<file path="src/rtl/uirq_pkg.sv">
package uirq_pkg;

  typedef enum logic [2:0] {
    IID_NONE = 3'b000,
    IID_THRE = 3'b001,
    IID_RXD  = 3'b010,
    IID_LINE = 3'b011,
    IID_TMO  = 3'b110
  } iid_e;

  localparam int unsigned IEN_RX   = 0;
  localparam int unsigned IEN_TX   = 1;
  localparam int unsigned IEN_LINE = 2;
  localparam int unsigned IEN_W    = 3;

endpackage

</file>
<file path="src/rtl/uirq_rx_timeout.sv">
module uirq_rx_timeout #(
  parameter int unsigned TO_CHARS = 4,
  parameter int unsigned LVL_W    = 5
) (
  input  logic             clk,
  input  logic             rst_n,
  input  logic [LVL_W-1:0] rx_level,
  input  logic             rx_push,
  input  logic             rx_pop,
  input  logic             char_tick,
  output logic             to_pend
);

  localparam int unsigned CNT_W = $clog2(TO_CHARS + 1);
  localparam logic [CNT_W-1:0] CNT_LAST = CNT_W'(TO_CHARS - 1);
  localparam logic [CNT_W-1:0] CNT_SAT  = CNT_W'(TO_CHARS);

  logic [CNT_W-1:0] cnt_q, cnt_d;
  logic             cnt_en;
  logic             to_q, to_d, to_en;
  logic             restart, expire;

  // next-state
  always_comb begin
    restart = rx_push | rx_pop | (rx_level == '0);
    expire  = !restart && char_tick && (cnt_q == CNT_LAST);
    cnt_en  = restart | (char_tick && (cnt_q != CNT_SAT));
    cnt_d   = restart ? '0 : cnt_q + CNT_W'(1);
    to_en   = expire | rx_pop;
    to_d    = expire;
  end

  // registers
  always_ff @(posedge clk or negedge rst_n) begin
    if (!rst_n) begin
      cnt_q <= '0;
    end else if (cnt_en) begin
      cnt_q <= cnt_d;
    end
  end

  always_ff @(posedge clk or negedge rst_n) begin
    if (!rst_n) begin
      to_q <= 1'b0;
    end else if (to_en) begin
      to_q <= to_d;
    end
  end

  assign to_pend = to_q;

endmodule

</file>
<file path="src/rtl/uirq_src_flags.sv">
module uirq_src_flags #(
  parameter int unsigned N_ERR = 4
) (
  input  logic             clk,
  input  logic             rst_n,
  input  logic [N_ERR-1:0] err_evt,
  input  logic             lsr_rd,
  input  logic             tx_empty,
  input  logic             ien_tx,
  input  logic             thre_rd_clr,
  output logic             ls_pend,
  output logic             thre_pend
);

  logic ls_q, ls_d, ls_en;
  logic thre_q, thre_d;
  logic txe_q, ien_tx_q;
  logic any_err, thre_set;

  // next-state
  always_comb begin
    any_err  = |err_evt;
    ls_en    = any_err | lsr_rd;
    ls_d     = any_err;
    thre_set = (tx_empty & ~txe_q) | (ien_tx & ~ien_tx_q & tx_empty);
    thre_d   = thre_set | (thre_q & tx_empty & ~thre_rd_clr);
  end

  // registers
  always_ff @(posedge clk or negedge rst_n) begin
    if (!rst_n) begin
      ls_q <= 1'b0;
    end else if (ls_en) begin
      ls_q <= ls_d;
    end
  end

  always_ff @(posedge clk or negedge rst_n) begin
    if (!rst_n) begin
      thre_q   <= 1'b0;
      txe_q    <= 1'b0;
      ien_tx_q <= 1'b0;
    end else begin
      thre_q   <= thre_d;
      txe_q    <= tx_empty;
      ien_tx_q <= ien_tx;
    end
  end

  assign ls_pend   = ls_q;
  assign thre_pend = thre_q;

endmodule

</file>
<file path="src/rtl/uirq_prio_enc.sv">
module uirq_prio_enc
  import uirq_pkg::*;
(
  input  logic             ls_pend,
  input  logic             rxd_lvl,
  input  logic             to_pend,
  input  logic             thre_pend,
  input  logic [IEN_W-1:0] ien,
  output iid_e             id,
  output logic             irq
);

  logic act_ls, act_rxd, act_to, act_thre;

  always_comb begin
    act_ls   = ls_pend   & ien[IEN_LINE];
    act_rxd  = rxd_lvl   & ien[IEN_RX];
    act_to   = to_pend   & ien[IEN_RX];
    act_thre = thre_pend & ien[IEN_TX];
    irq      = act_ls | act_rxd | act_to | act_thre;
    if (act_ls)        id = IID_LINE;
    else if (act_rxd)  id = IID_RXD;
    else if (act_to)   id = IID_TMO;
    else if (act_thre) id = IID_THRE;
    else               id = IID_NONE;
  end

endmodule

</file>
<file path="src/rtl/uirq_ident_top.sv">
module uirq_ident_top
  import uirq_pkg::*;
#(
  parameter  int unsigned FIFO_DEPTH = 16,
  parameter  int unsigned TO_CHARS   = 4,
  localparam int unsigned LVL_W      = $clog2(FIFO_DEPTH + 1)
) (
  input  logic             clk,
  input  logic             rst_n,
  input  logic [2:0]       ien,
  input  logic [LVL_W-1:0] rx_level,
  input  logic [LVL_W-1:0] rx_trig,
  input  logic             rx_push,
  input  logic             rx_pop,
  input  logic             char_tick,
  input  logic             err_overrun,
  input  logic             err_parity,
  input  logic             err_framing,
  input  logic             err_break,
  input  logic             lsr_rd,
  input  logic             tx_empty,
  input  logic             iir_rd,
  output logic             irq,
  output logic             iir_pend_n,
  output logic [2:0]       iir_id
);

  localparam int unsigned N_ERR = 4;

  logic [N_ERR-1:0] err_evt;
  logic             rxd_lvl;
  logic             to_pend_w, ls_pend_w, thre_pend_w;
  logic             thre_rd_clr;
  logic             irq_w;
  iid_e             id_w;

  always_comb begin
    err_evt     = {err_break, err_framing, err_parity, err_overrun};
    rxd_lvl     = (rx_level != '0) && (rx_level >= rx_trig);
    thre_rd_clr = iir_rd && (id_w == IID_THRE);
  end

  uirq_rx_timeout #(
    .TO_CHARS (TO_CHARS),
    .LVL_W    (LVL_W)
  ) tmo_i (
    .clk       (clk),
    .rst_n     (rst_n),
    .rx_level  (rx_level),
    .rx_push   (rx_push),
    .rx_pop    (rx_pop),
    .char_tick (char_tick),
    .to_pend   (to_pend_w)
  );

  uirq_src_flags #(
    .N_ERR (N_ERR)
  ) flags_i (
    .clk         (clk),
    .rst_n       (rst_n),
    .err_evt     (err_evt),
    .lsr_rd      (lsr_rd),
    .tx_empty    (tx_empty),
    .ien_tx      (ien[IEN_TX]),
    .thre_rd_clr (thre_rd_clr),
    .ls_pend     (ls_pend_w),
    .thre_pend   (thre_pend_w)
  );

  uirq_prio_enc enc_i (
    .ls_pend   (ls_pend_w),
    .rxd_lvl   (rxd_lvl),
    .to_pend   (to_pend_w),
    .thre_pend (thre_pend_w),
    .ien       (ien),
    .id        (id_w),
    .irq       (irq_w)
  );

  assign irq        = irq_w;
  assign iir_pend_n = ~irq_w;
  assign iir_id     = id_w;

endmodule

</file>
<file path="config.mk">
export PLATFORM = sky130hd
export DESIGN_NAME = uirq_ident_top
export DESIGN_NICKNAME = d
export VERILOG_FILES = /design/src/rtl/uirq_pkg.sv /design/src/rtl/uirq_rx_timeout.sv /design/src/rtl/uirq_src_flags.sv /design/src/rtl/uirq_prio_enc.sv /design/src/rtl/uirq_ident_top.sv
export SDC_FILE = /design/constraint.sdc
export NUM_CORES = 1
export LEC_CHECK = 0
export BUFFER_PORTS_ARGS = -buffer_cell sky130_fd_sc_hd__buf_2
export CELL_PAD_IN_SITES_DETAIL_PLACEMENT = 1
export CELL_PAD_IN_SITES_GLOBAL_PLACEMENT = 2
export CORE_MARGIN = 1.5
export CORE_UTILIZATION = 23
export CTS_CLUSTER_DIAMETER = 30
export DETAILED_ROUTE_END_ITERATION = 16
export GPL_ROUTABILITY_DRIVEN = 0
export HOLD_SLACK_MARGIN = 0.15
export PLACE_DENSITY_LB_ADDON = 0.12
export SYNTH_ARGS = -nofsm -noshare
export SYNTH_HDL_FRONTEND = slang
export SYNTH_SLANG_ARGS = --single-unit
</file>
<file path="constraint.sdc">
create_clock -name clk -period 1.61 [get_ports clk]
set_input_delay 0 -clock clk [delete_from_list [all_inputs] [get_ports clk]]
set_output_delay 0 -clock clk [all_outputs]
set_load 0.02 [all_outputs]
</file>
==> flow_metrics.py <==
metrics = {
    "worst_setup_path": {
        "cp-end-kind": "output pin",
        "r2r-start": "tmo_i.cnt_q[0]",
        "reg2reg_setup_slack_ns": 0.32,
        "crit_fanout": 4,
        "worstPathArrival_ns": 1.45,
        "critPathKind": "register to output pin",
        "cp-start-kind": "register",
        "reg2regPathDepth": 6,
        "regToRegEndpoint": "tmo_i.cnt_q[1]",
        "required_ns": 1.61,
    },
    "grt": {
        "grt_pass1_vias": 636,
        "antenna_found_initial": 0,
        "grt_pass1_wl_um": 2684,
        "grt_overflow": 0,
        "grt_start_max_net_pins": 9,
        "grt_usage_pct": 13.25,
    },
    "status": {
        "status": "completed",
    },
    "sta": {
        "tightest_slew_ns": 0.3782,
        "slew_violations": 0,
        "slew_headroom_pct": 74.70,
        "rsz0062_at_grt": "false",
        "setup_viol_count_final": 0,
        "period_needed_ns": 1.453,
        "final.setup.tns_ns": 0,
        "max_freq_ghz": 0.6885,
        "post-route-period-util_pct": 90.22,
        "hold_viol_final": 0,
        "clock_skew_ns": 0.006365,
    },
    "die": {
        "coreArea_mm2": 0.002297,
        "die_width_um": 53.08,
        "start_util_pct": 25.11,
        "io_pins": 30,
        "die_area_mm2": 0.002817,
        "dieHeight_um": 53.08,
        "rows": 17,
    },
    "job": {
        "drv_cap": 0,
    },
    "final_layout": {
        "area_growth_pct": 54.45,
        "layout-drive-gt1-share_pct": 35.51,
        "instances_no_fill": 135,
        "diodes": 0,
        "num-nets-final": 142,
    },
    "clocking": {
        "cts_tree": "built",
        "clk_pin_slew_ns": 0.06,
        "cts.sinks": 8,
        "clock-root-buffer": "clkbuf_4",
        "clock_latency_ns": 0.25,
        "numCtsBuffers": 3,
        "htreeDepth": 1,
        "clockBufferDepth": 2,
    },
    "routing": {
        "ant_nets": 0,
        "vias_per_cell": 4.533,
        "first_pass_iters": 2,
        "wl_um": 1548,
        "drc": 0,
        "post_drt_wl_per_cell_um": 11.47,
        "vias": 612,
        "drtIter0Drc": 2,
    },
    "min_path": {
        "holdPathEnd": "tmo_i.cnt_q[1]",
        "worstHoldPathCells": 3,
        "hold_path_class": "primary input to register",
        "min_from": "rx_level[2]",
    },
    "placed_design": {
        "port_buffers": 29,
        "dp_hpwl_um": 1218,
        "dpl.cell_count": 122,
    },
    "synth": {
        "synth.distinct_cells": 22,
        "syn_area_um2": 576.8,
        "syn_area_per_cell_um2": 8.874,
        "synth_fp_nets": 98,
        "seq_area_frac_synth_pct": 34.71,
        "yosysWarnings": 0,
        "netlist_instances": 65,
        "yosys_register_bits": 8,
    },
    "power_and_ir_drop": {
        "p_leak_nw": 0.4416,
        "cellPowerDensity_mw_per_mm2": 584.8,
        "ir_worst_vdd_uv": 242.2,
    },
}
-- flip-flops by register name, summed over array words and instances, names as in the netlist --
name	cells
tmo_i.cnt_q	3
flags_i.ien_tx_q	1
flags_i.ls_pend	1
flags_i.thre_pend	1
flags_i.txe_q	1
tmo_i.to_pend	1
-- logic make-up (layout without fill, tap and decap cells) --
group	after synthesis	count (layout)	share of synthesized area (%)
buffers and inverters	12	54	7.809
and+or+nand+nor	17	17	15.40
xor gates and xnor gates	1	1	1.519
adders and majority gates	8	8	17.35
DFF	8	8	34.71
AOI/OAI and AO/OA	19	19	23.21
-- repair_timing --
action	4_1_cts	5_1_grt
hold buffers	10	0
endpoints found under the setup margin	0	2
gates resized for setup	0	3
buffers inserted	0	0
endpoints found under the hold margin	16	0
-- power by group --
part	switching (mW)	internal [mW]	total (mW)
Combinational	0.0793	0.0762	0.155
Sequential	0.00538	0.208	0.213
Clock	0.0670	0.0853	0.152
-- area by class of cell --
cell class | count | area [um^2]
fill | 284 | 1406
inverter | 12 | 45.04
clock buffer | 3 | 22.52
multi-input combinational | 45 | 342.8
sequential | 8 | 200.2
tap | 28 | 35.03
timing repair buffer | 39 | 245.2
-- metal layers --
metal / track usage (%) / vias to the layer above / routed length (um)
li1: - / 311 / -
met1: 16.01 / 282 / 696
met2: 22.92 / 17 / 766
met3: 2.542 / 2 / 66
met4: 5.128 / 0 / 18
met5: 0 / - / 0
-- cells in the final DEF, fill, tap and decap left out --
cell type       n
nand2_1         2
ha_1            8
inv_1          12
dfrtp_1         8
a21o_1          1
nor2b_1         1
nor3b_1         1
xnor2_1         1
nor4_1          1
buf_2          29
a21oi_1         7
a31oi_4         1
o21ai_1         2
a31oi_2         1
nand4_1         1
nand2_2         2
nand3_1         3
dlygate4sd3_1  10
o21ai_0         4
o21ai_4         1
or4_4           1
nand2b_1        1
o22ai_1         1
nor2_1          4
o221a_1         1
clkbuf_4        3
-- worst max-delay path, stage by stage (launching register included) --
cell and delay (ns):
dfrtp_1 0.39, nand2_2 0.13, nand3_1 0.10, a31oi_2 0.21, a31oi_4 0.06, a21o_1 0.17, buf_2 0.15
-- worst max path at each step --
stage	start	endpoint	slack, ns	cells past startpoint
after global routing	tmo_i.to_pend	irq	0.03	6
after detailed placement	rx_level[2]	flags_i.thre_pend	0.20	7
after CTS	tmo_i.to_pend	irq	0.03	6
final	tmo_i.to_pend	irq	0.16	6
after floorplan	rx_level[0]	iir_id[2]	0.31	4
after global placement	rx_level[2]	flags_i.thre_pend	0.22	7
-- synthesized netlist by cell type --
cell	instances	area share [%]
a21o_1	1	1.3
a21oi_1	7	6.1
a31oi_1	1	1.1
a31oi_4	1	3.7
dfrtp_1	8	35
ha_1	8	17
inv_1	12	7.8
nand2_1	4	2.6
nand2b_1	1	1.1
nand3_1	3	2.6
nand4_1	1	1.1
nor2_1	4	2.6
nor2b_1	1	1.1
nor3b_1	1	1.3
nor4_1	1	1.1
o21ai_0	4	3.5
o21ai_1	2	1.7
o21ai_4	1	2.8
o221a_1	1	2.0
o22ai_1	1	1.1
or4_4	1	2.0
xnor2_1	1	1.5
-- stage by stage --
| stage | power (mW) | setup WS (ns) | util, % | instance area (um^2) | hold slack, ns |
|---|---|---|---|---|---|
| 2_1_floorplan | 0.2890 | 0.3083 | - | 576.8 | -0.2956 |
| 4_1_cts | 0.5295 | 0.02703 | 38.29 | 879.6 | 0.1716 |
| 3_3_place_gp | 0.3506 | 0.2242 | 32.95 | 757.0 | -0.1490 |
| 3_5_place_dp | 0.3527 | 0.1978 | 32.95 | 757.0 | -0.1412 |
| 6_report | 0.5210 | 0.1575 | 38.78 | 890.9 | 0.1669 |
| 5_1_grt | 0.5637 | 0.03099 | 38.78 | 890.9 | 0.2031 |
Power figures use the tool's default switching activity.
